<file path="config.mk">
export PLATFORM = sky130hd
export DESIGN_NAME = spi_frame_shifter
export DESIGN_NICKNAME = d
export VERILOG_FILES = /design/src/rtl/spi_fs_pkg.sv /design/src/rtl/spi_fs_sync.sv /design/src/rtl/spi_fs_edge.sv /design/src/rtl/spi_fs_shifter.sv /design/src/rtl/spi_fs_commit.sv /design/src/rtl/spi_frame_shifter.sv
export SDC_FILE = /design/constraint.sdc
export NUM_CORES = 1
export LEC_CHECK = 0
export BUFFER_PORTS_ARGS = -buffer_cell sky130_fd_sc_hd__buf_2
export CAP_MARGIN = 20
export CORE_UTILIZATION = 25
export CTS_CLUSTER_DIAMETER = 30
export DETAILED_ROUTE_END_ITERATION = 6
export MAX_ROUTING_LAYER = met4
export PLACE_DENSITY = 0.4
export SLEW_MARGIN = 20
export SYNTH_ARGS = -nofsm -noshare
export SYNTH_HDL_FRONTEND = slang
export SYNTH_SLANG_ARGS = --single-unit
</file>
<file path="constraint.sdc">
create_clock -name clk -period 2.5 [get_ports clk]
set_clock_uncertainty 0.2 [all_clocks]
set_input_delay 0.375 -clock clk [delete_from_list [all_inputs] [get_ports clk]]
set_output_delay 0.375 -clock clk [all_outputs]
set_load 0.02 [all_outputs]
</file>
<file path="src/rtl/spi_fs_pkg.sv">
package spi_fs_pkg;
  localparam int FRAME_W = 16;
  localparam int DATA_W  = 8;
  localparam int ADDR_W  = FRAME_W - DATA_W - 1;

  typedef struct packed {
    logic              rd;
    logic [ADDR_W-1:0] addr;
    logic [DATA_W-1:0] data;
  } frame_t;
endpackage

</file>
<file path="src/rtl/spi_fs_sync.sv">
module spi_fs_sync #(
  parameter int             W       = 3,
  parameter int             STAGES  = 2,
  parameter logic [W-1:0]   RST_VAL = '0
) (
  input  logic         clk,
  input  logic         rst,
  input  logic [W-1:0] async_i,
  output logic [W-1:0] level_o
);
  logic [W-1:0] pipe [STAGES];

  always_ff @(posedge clk) begin
    if (rst) begin
      for (int i = 0; i < STAGES; i++) pipe[i] <= RST_VAL;
    end else begin
      pipe[0] <= async_i;
      for (int i = 1; i < STAGES; i++) pipe[i] <= pipe[i-1];
    end
  end

  assign level_o = pipe[STAGES-1];
endmodule

</file>
<file path="src/rtl/spi_fs_edge.sv">
module spi_fs_edge #(
  parameter int           W       = 2,
  parameter logic [W-1:0] RST_VAL = '0
) (
  input  logic         clk,
  input  logic         rst,
  input  logic [W-1:0] level_i,
  output logic [W-1:0] rise_o,
  output logic [W-1:0] fall_o
);
  logic [W-1:0] prev;

  always_ff @(posedge clk) begin
    if (rst) prev <= RST_VAL;
    else     prev <= level_i;
  end

  genvar g;
  generate
    for (g = 0; g < W; g++) begin : g_edge
      assign rise_o[g] =  level_i[g] & ~prev[g];
      assign fall_o[g] = ~level_i[g] &  prev[g];
    end
  endgenerate
endmodule

</file>
<file path="src/rtl/spi_fs_shifter.sv">
module spi_fs_shifter #(
  parameter int FRAME_W = 16,
  parameter int DATA_W  = 8
) (
  input  logic               clk,
  input  logic               rst,
  input  logic               sel_low,
  input  logic               shift_en,
  input  logic               out_en,
  input  logic               sel_fall,
  input  logic               din,
  input  logic               load_en,
  input  logic [DATA_W-1:0]  load_data,
  output logic [FRAME_W-1:0] sr_o,
  output logic               dout_o
);
  logic [FRAME_W-1:0] sr;

  always_ff @(posedge clk) begin
    if (rst)                       sr <= '0;
    else if (load_en)              sr[DATA_W-1:0] <= load_data;
    else if (shift_en && sel_low)  sr <= {sr[FRAME_W-2:0], din};
  end

  always_ff @(posedge clk) begin
    if (rst)                                 dout_o <= 1'b0;
    else if (sel_fall || (out_en && sel_low)) dout_o <= sr[FRAME_W-1];
  end

  assign sr_o = sr;

  a_r2_shift_msb_first: assert property (@(posedge clk) disable iff (rst)
    (shift_en && sel_low && !load_en) |=>
      (sr == {$past(sr[FRAME_W-2:0]), $past(din)}));

  a_r3_hold_while_idle: assert property (@(posedge clk) disable iff (rst)
    (!sel_low && !load_en) |=> $stable(sr));

  a_r5_readback_load: assert property (@(posedge clk) disable iff (rst)
    load_en |=> (sr[DATA_W-1:0] == $past(load_data)));

  a_r8_dout_hold: assert property (@(posedge clk) disable iff (rst)
    !sel_low |=> $stable(dout_o));
endmodule

</file>
<file path="src/rtl/spi_fs_commit.sv">
module spi_fs_commit
  import spi_fs_pkg::*;
(
  input  logic   clk,
  input  logic   rst,
  input  logic   sel_rise,
  input  frame_t frame_i,
  output logic   valid_o,
  output frame_t frame_o,
  output logic   load_o
);
  always_ff @(posedge clk) begin
    if (rst) begin
      valid_o <= 1'b0;
      frame_o <= '0;
    end else begin
      valid_o <= sel_rise;
      if (sel_rise) frame_o <= frame_i;
    end
  end

  assign load_o = valid_o & frame_o.rd;

  a_r1_single_pulse: assert property (@(posedge clk) disable iff (rst)
    valid_o |=> !valid_o);

  a_r1_only_on_select_rise: assert property (@(posedge clk) disable iff (rst)
    valid_o |-> $past(sel_rise));

  a_r6_no_load_on_write: assert property (@(posedge clk) disable iff (rst)
    (valid_o && !frame_o.rd) |-> !load_o);
endmodule

</file>
<file path="src/rtl/spi_frame_shifter.sv">
module spi_frame_shifter
  import spi_fs_pkg::*;
#(
  parameter int SYNC_STAGES = 2
) (
  input  logic              clk,
  input  logic              rst,
  input  logic              sclk_i,
  input  logic              cs_n_i,
  input  logic              din_i,
  output logic              dout_o,
  output logic              cmd_valid_o,
  output logic              cmd_read_o,
  output logic [ADDR_W-1:0] cmd_addr_o,
  output logic [DATA_W-1:0] cmd_data_o,
  input  logic [DATA_W-1:0] rd_data_i
);
  logic [2:0]         pins_s;
  logic               din_s, cs_s, sclk_s;
  logic [1:0]         rise, fall;
  logic [FRAME_W-1:0] sr;
  logic               load_en;
  frame_t             cmd;

  spi_fs_sync #(.W(3), .STAGES(SYNC_STAGES), .RST_VAL(3'b010)) i_sync (
    .clk(clk), .rst(rst), .async_i({din_i, cs_n_i, sclk_i}), .level_o(pins_s));

  assign {din_s, cs_s, sclk_s} = pins_s;

  // bit 1 = select, bit 0 = serial clock
  spi_fs_edge #(.W(2), .RST_VAL(2'b10)) i_edge (
    .clk(clk), .rst(rst), .level_i({cs_s, sclk_s}), .rise_o(rise), .fall_o(fall));

  spi_fs_shifter #(.FRAME_W(FRAME_W), .DATA_W(DATA_W)) i_shift (
    .clk(clk), .rst(rst), .sel_low(!cs_s), .shift_en(rise[0]), .out_en(fall[0]),
    .sel_fall(fall[1]), .din(din_s), .load_en(load_en), .load_data(rd_data_i),
    .sr_o(sr), .dout_o(dout_o));

  spi_fs_commit i_commit (
    .clk(clk), .rst(rst), .sel_rise(rise[1]), .frame_i(frame_t'(sr)),
    .valid_o(cmd_valid_o), .frame_o(cmd), .load_o(load_en));

  assign cmd_read_o = cmd.rd;
  assign cmd_addr_o = cmd.addr;
  assign cmd_data_o = cmd.data;

  a_r7_dout_edges_only: assert property (@(posedge clk) disable iff (rst)
    (dout_o != $past(dout_o)) |-> ($past(fall[1]) || ($past(fall[0]) && !$past(cs_s))));

  a_r9_reset_quiet: assert property (@(posedge clk)
    $past(rst) |-> (!cmd_valid_o && !dout_o));
endmodule

</file>
# After elaboration in Yosys (flattened, before gate mapping)

Memories as Yosys holds them, arrays and structs flattened.
Index checks and enable logic that the tools add are counted.
Widths: inputs -> output; s select.

Register bits after elaboration: 36
Latch bits: 0
Bits in writable memories: 6
Bits in read-only memories: 0
Input port bits: 13
Output and inout port bits: 18
Memories: 1

Add/subtract/negate cells: 0
$mul: 0
Divide/modulo/power cells: 0
$lt $le $gt $ge: 0
Equal/unequal tests: 0
Shift-type cells: 0
Muxes and demuxes: 7
Bitwise logic cells: 12
Reductions and logical operators: 6

Memories:

| memory      | depth | width | read ports | clocked after memory_dff | wr ports | RTL line          | text |
|---|---|---|---|---|---|---|---|
| i_sync.pipe | 2     | 3     | 2          | 0                        | 2        | spi_fs_sync.sv:11 | `logic [W-1:0] pipe [STAGES];` |

Operator list:

| cell              | count |
|---|---|
| $mux 8            | 2 |
| $mux 3            | 2 |
| $and 1x1->1       | 5 |
| $not 1->1         | 5 |
| $mux 1            | 3 |
| $logic_and 1x1->1 | 2 |
| $or 1x1->1        | 2 |
| $reduce_and 2->1  | 1 |
| $reduce_bool 2->1 | 1 |
| $logic_not 1->1   | 1 |
| $logic_or 1x1->1  | 1 |

# Longest topological paths before layout

Word-level depth: 5
Gate-level depth with buffers: 5
Gate-level depth less buffers: 3

# Hierarchy

From an unflattened synthesis, not the netlist that was laid out.

Cells, all modules: 153
Area, all modules: 1689.1 µm²

By module, submodules not included:

| module            | instances | cells an instance | area an instance (µm²) |
|---|---|---|---|
| spi_fs_shifter    | 1         | 74                | 813.3 |
| spi_fs_commit     | 1         | 55                | 614.3 |
| spi_fs_sync       | 1         | 15                | 180.2 |
| spi_fs_edge       | 1         | 8                 | 77.6 |
| spi_frame_shifter | 1         | 1                 | 3.8 |

# Worst setup path after synthesis

OpenSTA, ideal clock, no wires.

Path type: register to register
Start point: register i_commit.frame_o[15] (netlist bit)
End point: register i_shift.sr[10] (netlist: i_shift.sr_o[10])
Library setup time: 0.119 ns
Arrival: 1.042 ns
Data required time: 2.181 ns
Setup slack: 1.139 ns
Cell stages (with the launch flop): 5
Period minus slack after synthesis: 1.361 ns
Cells stage by stage: dfxtp_1 > nand2_1 > and2_4 > buf_12 > mux2i_1

Longest elaborated chain between the ends: 3

RTL lines:

| what                            | RTL line             | text |
|---|---|---|
| from (decl)                     | spi_fs_commit.sv:9   | `output frame_t frame_o,` |
| from (signal assigned)          | spi_fs_commit.sv:18  | `if (sel_rise) frame_o <= frame_i;` |
| $and 1x1->1                     | spi_fs_commit.sv:22  | `assign load_o = valid_o & frame_o.rd;` |
| $not 1->1 (no line)             | -                    |  |
| $reduce_and 2->1 (no line)      | -                    |  |
| to (signal, indexed assignment) | spi_fs_shifter.sv:21 | `else if (load_en) sr[DATA_W-1:0] <= load_data;` |
| to (signal assigned)            | spi_fs_shifter.sv:22 | `else if (shift_en && sel_low) sr <= {sr[FRAME_W-2:0], din};` |
| to (decl)                       | spi_fs_shifter.sv:17 | `logic [FRAME_W-1:0] sr;` |

No other way between the ends.
A chain may end at the register's enable or synchronous reset.

# Worst setup path in the final report

Start point: register i_commit.frame_o[15] (netlist bit)
End point: register i_shift.sr[14] (netlist: i_shift.sr_o[14])

The elaborated chain is that of the path after synthesis.

==> flow_summary_export.csv <==
group,metric,value,unit
route,ant_nets,0,
placed_design,dp_slack,0.936,ns
placed_design,port_buffers,30,
setup_path,critPathKind,"register to register",
clock_tree,htree_levels,2,
floorplan,start_util,26.0,%
synth,yosys.area.top_type_share,54.5,%
power,totalPowerFinal,1.15,mW
setup_path,crit_fanout,18,
synth,syn-cell-area,0.00154,mm^2
setup_path,startpoint,"i_commit.frame_o[15]$_SDFFE_PP0P_",
route,drc,0,
floorplan,rows,28,
route,wire_per_inst,11.6,um
setup_path,crit_path_start_kind,"register",
finish,seq_area,841,um^2
clock_tree,cts_resized,0,
setup_path,crit_family,"simple AND/OR/NAND/NOR gates",
power,power.share.clock,38.1,%
global_routing,grt_max_degree,44,
synth,ys_ff_latch,42,
synth,ys_warn_count,0,
setup_path,endpoint_kind,"register",
setup_path,worstPathRequired,2.52,ns
clock_tree,clk_latency,0.29,ns
route,firstDrtPassIters,6,
power,combPwrFrac,3.0,%
synth,synth.most_common_cell,"dfxtp_1",
clock_tree,clockRootBuffer,"clkbuf_8",
status,status,"finished, final reports clean",
route,via_per_inst,4.29,
setup_path,r2r-start,"i_commit.frame_o[15]$_SDFFE_PP0P_",
route,wl,3070,um
floorplan,fp.dieH,80.5,um
sta,report.final.slew_viol_count,0,
global_routing,grt.overflow.total,0,
sta,max_slew_margin,53.0,%
global_routing,grtUsageTotal,10.9,%
floorplan,die_w,80.5,um
hold_path,worstHoldStart,"cs_n_i",
floorplan,dieArea,0.00648,mm^2
sta,period_share,63.0,%
synth,synthCells,160,
placed_design,hpwlAfterDp,2060,um
finish,syn_to_final_growth,17.9,%
floorplan,core,0.00592,mm^2
clock_tree,cts_setup_buffers,0,
setup_path,cpPeakStageDelay,0.44,ns
job,max_cap_viol_count,0,
sta,rsz0062_at_grt,"no",
placed_design,gp_congestion,0.745,
power,powerDensity,633,mW/mm^2
sta,hold_violations,0,
synth,synth-seq-area-share,54.5,%
sta,tightestPinTransition,0.706,ns
synth,syn_avg_cell_area,9.63,um^2
power,ir_drop,0.314,mV
finish,multi_input_area,626,um^2
power,sw_frac_of_total,20.7,%
synth,yosysTopAreaCell,"dfxtp_1",
finish,diodes,0,
clock_tree,cts_buffers,5,
power,switching_power,237,uW
synth,synth.area.top_cells,"dfxtp_1 55%, mux2i_1 10%, nand2_1 8.0%",
global_routing,grt_pass1_wl,5070,um
synth,synthArstFlopShare,0,%
power,seqPwrFrac,58.8,%
setup_path,reg2reg_depth,3,
synth,ys.flop_type,"dfxtp_1",
synth,syn_nets,173,
finish,drive_above_1_share,23.3,%
clock_tree,cts_tree,"yes",
sta,finalWorstPathRequiredPeriod,1.57,ns
hold_path,holdPathStages,2,
finish,final_nets,201,
clock_tree,clock_path_buffers,2,
hold_path,hold_path_class,"input pin to register",
clock_tree,hold_buffers,0,
sta,setup_viol,0,
finish,n_fill_cell,632,
sta,tns,0,ns
setup_path,worst_ep_arrival_time,1.59,ns
synth,synth_edf_count,0,
route,num_vias,1132,
sta,fmax,635,MHz
synth,synth_commonest_cells,"42 x dfxtp_1, 33 x nand2_1, 16 x a21oi_1, 16 x mux2i_1, 10 x nand2b_1",
clock_tree,cts.sinks,42,
synth,synth_cell_types,20,
global_routing,grt_pass1_vias,1110,
global_routing,antenna_found_initial,0,
sta,fin_ws,0.926,ns
power,p_int,912,uW
clock_tree,clk_pin_slew_worst_paths,0.07,ns
setup_path,crit_cells,3,
floorplan,io_pins,31,
setup_path,critPathBufInv,0,
setup_path,worstPathCellList,"nand2_1, and2_4, mux2i_1",
power,p_leak,0.679,nW
route,drtIter0Drc,44,
setup_path,slowest_stage,"nand2_1",
-- area by class of cell --
type                            instances  share of cell area (%)
Timing Repair Buffer                   32                    9.09
Clock inverter                          1                   0.275
Clock buffer                            7                    4.75
Tap cell                               75                    5.17
Sequential cell                        42                    46.3
Multi-Input combinational cell        107                    34.4
-- metrics by stage --
step,util (%),hold slack (ns),instance area [um^2],cells
2_1_floorplan,-,0.189,1540,160
3_3_place_gp,29.1,0.193,1730,256
3_5_place_dp,29.1,0.200,1730,256
4_1_cts,30.7,0.0643,1820,264
5_1_grt,30.7,0.0533,1820,264
6_report,30.7,0.0693,1820,264
-- metal layers --
layer | track usage (%) | vias to the layer above | share of wire (%)
li1 | - | 584 | -
met5 | - | - | 0
met1 | 12.8 | 511 | 48
met3 | 3.41 | 8 | 5.2
met2 | 16.9 | 29 | 45
met4 | 4.82 | 0 | 1.9
-- worst paths after layout --
check,slack (ns),to
setup / recovery,0.93,i_shift.sr_o[14]$_SDFFE_PP0P_
setup reg to reg,0.93,i_shift.sr_o[14]$_SDFFE_PP0P_
hold / removal,0.07,i_sync.pipe[0][1]$_SDFF_PP1_
hold reg to reg,0.22,i_sync.pipe[0][4]$_SDFF_PP1_
-- registers in the layout (all words and copies together) (netlist names) --
register          cells
i_commit.valid_o      1
i_edge.prev           2
i_sync.pipe           6
i_commit.frame_o     16
i_shift.dout_o        1
i_shift.sr_o         16
-- logic make-up (layout without fill, tap and decap cells) --
family	count (synthesis)	count (layout)	share of synthesized area (%)
DFF	42	42	54.5
AOI/OAI and AO/OA	26	26	9.90
muxes	16	16	10.4
and+or+nand+nor	65	65	20.3
buffers and inverters	11	40	4.87
-- layout by cell type (no fill, tap or decap), drive strengths merged --
cell | synthesis | final
and2 | 1 | 1
o21ai | 1 | 1
buf | 7 | 32
or2 | 3 | 3
nor2b | 7 | 7
nand2b | 10 | 10
clkinv | 0 | 1
clkbuf | 4 | 7
a211oi | 8 | 8
mux2i | 16 | 16
a21oi | 16 | 16
o21bai | 1 | 1
nand4b | 1 | 1
nor3b | 1 | 1
nand2 | 33 | 33
nor2 | 9 | 9
dfxtp | 42 | 42
-- power by group through the flow --
stage / sequential (mW) / clock (mW) / combinational, mW
after floorplan: 0.692 / 0 / 0.0226
after global placement: 0.692 / 0 / 0.0352
after detailed placement: 0.692 / 0 / 0.0352
after CTS: 0.676 / 0.455 / 0.0353
after global routing: 0.677 / 0.481 / 0.0382
final: 0.677 / 0.438 / 0.0347
Power figures use the tool's default switching activity.
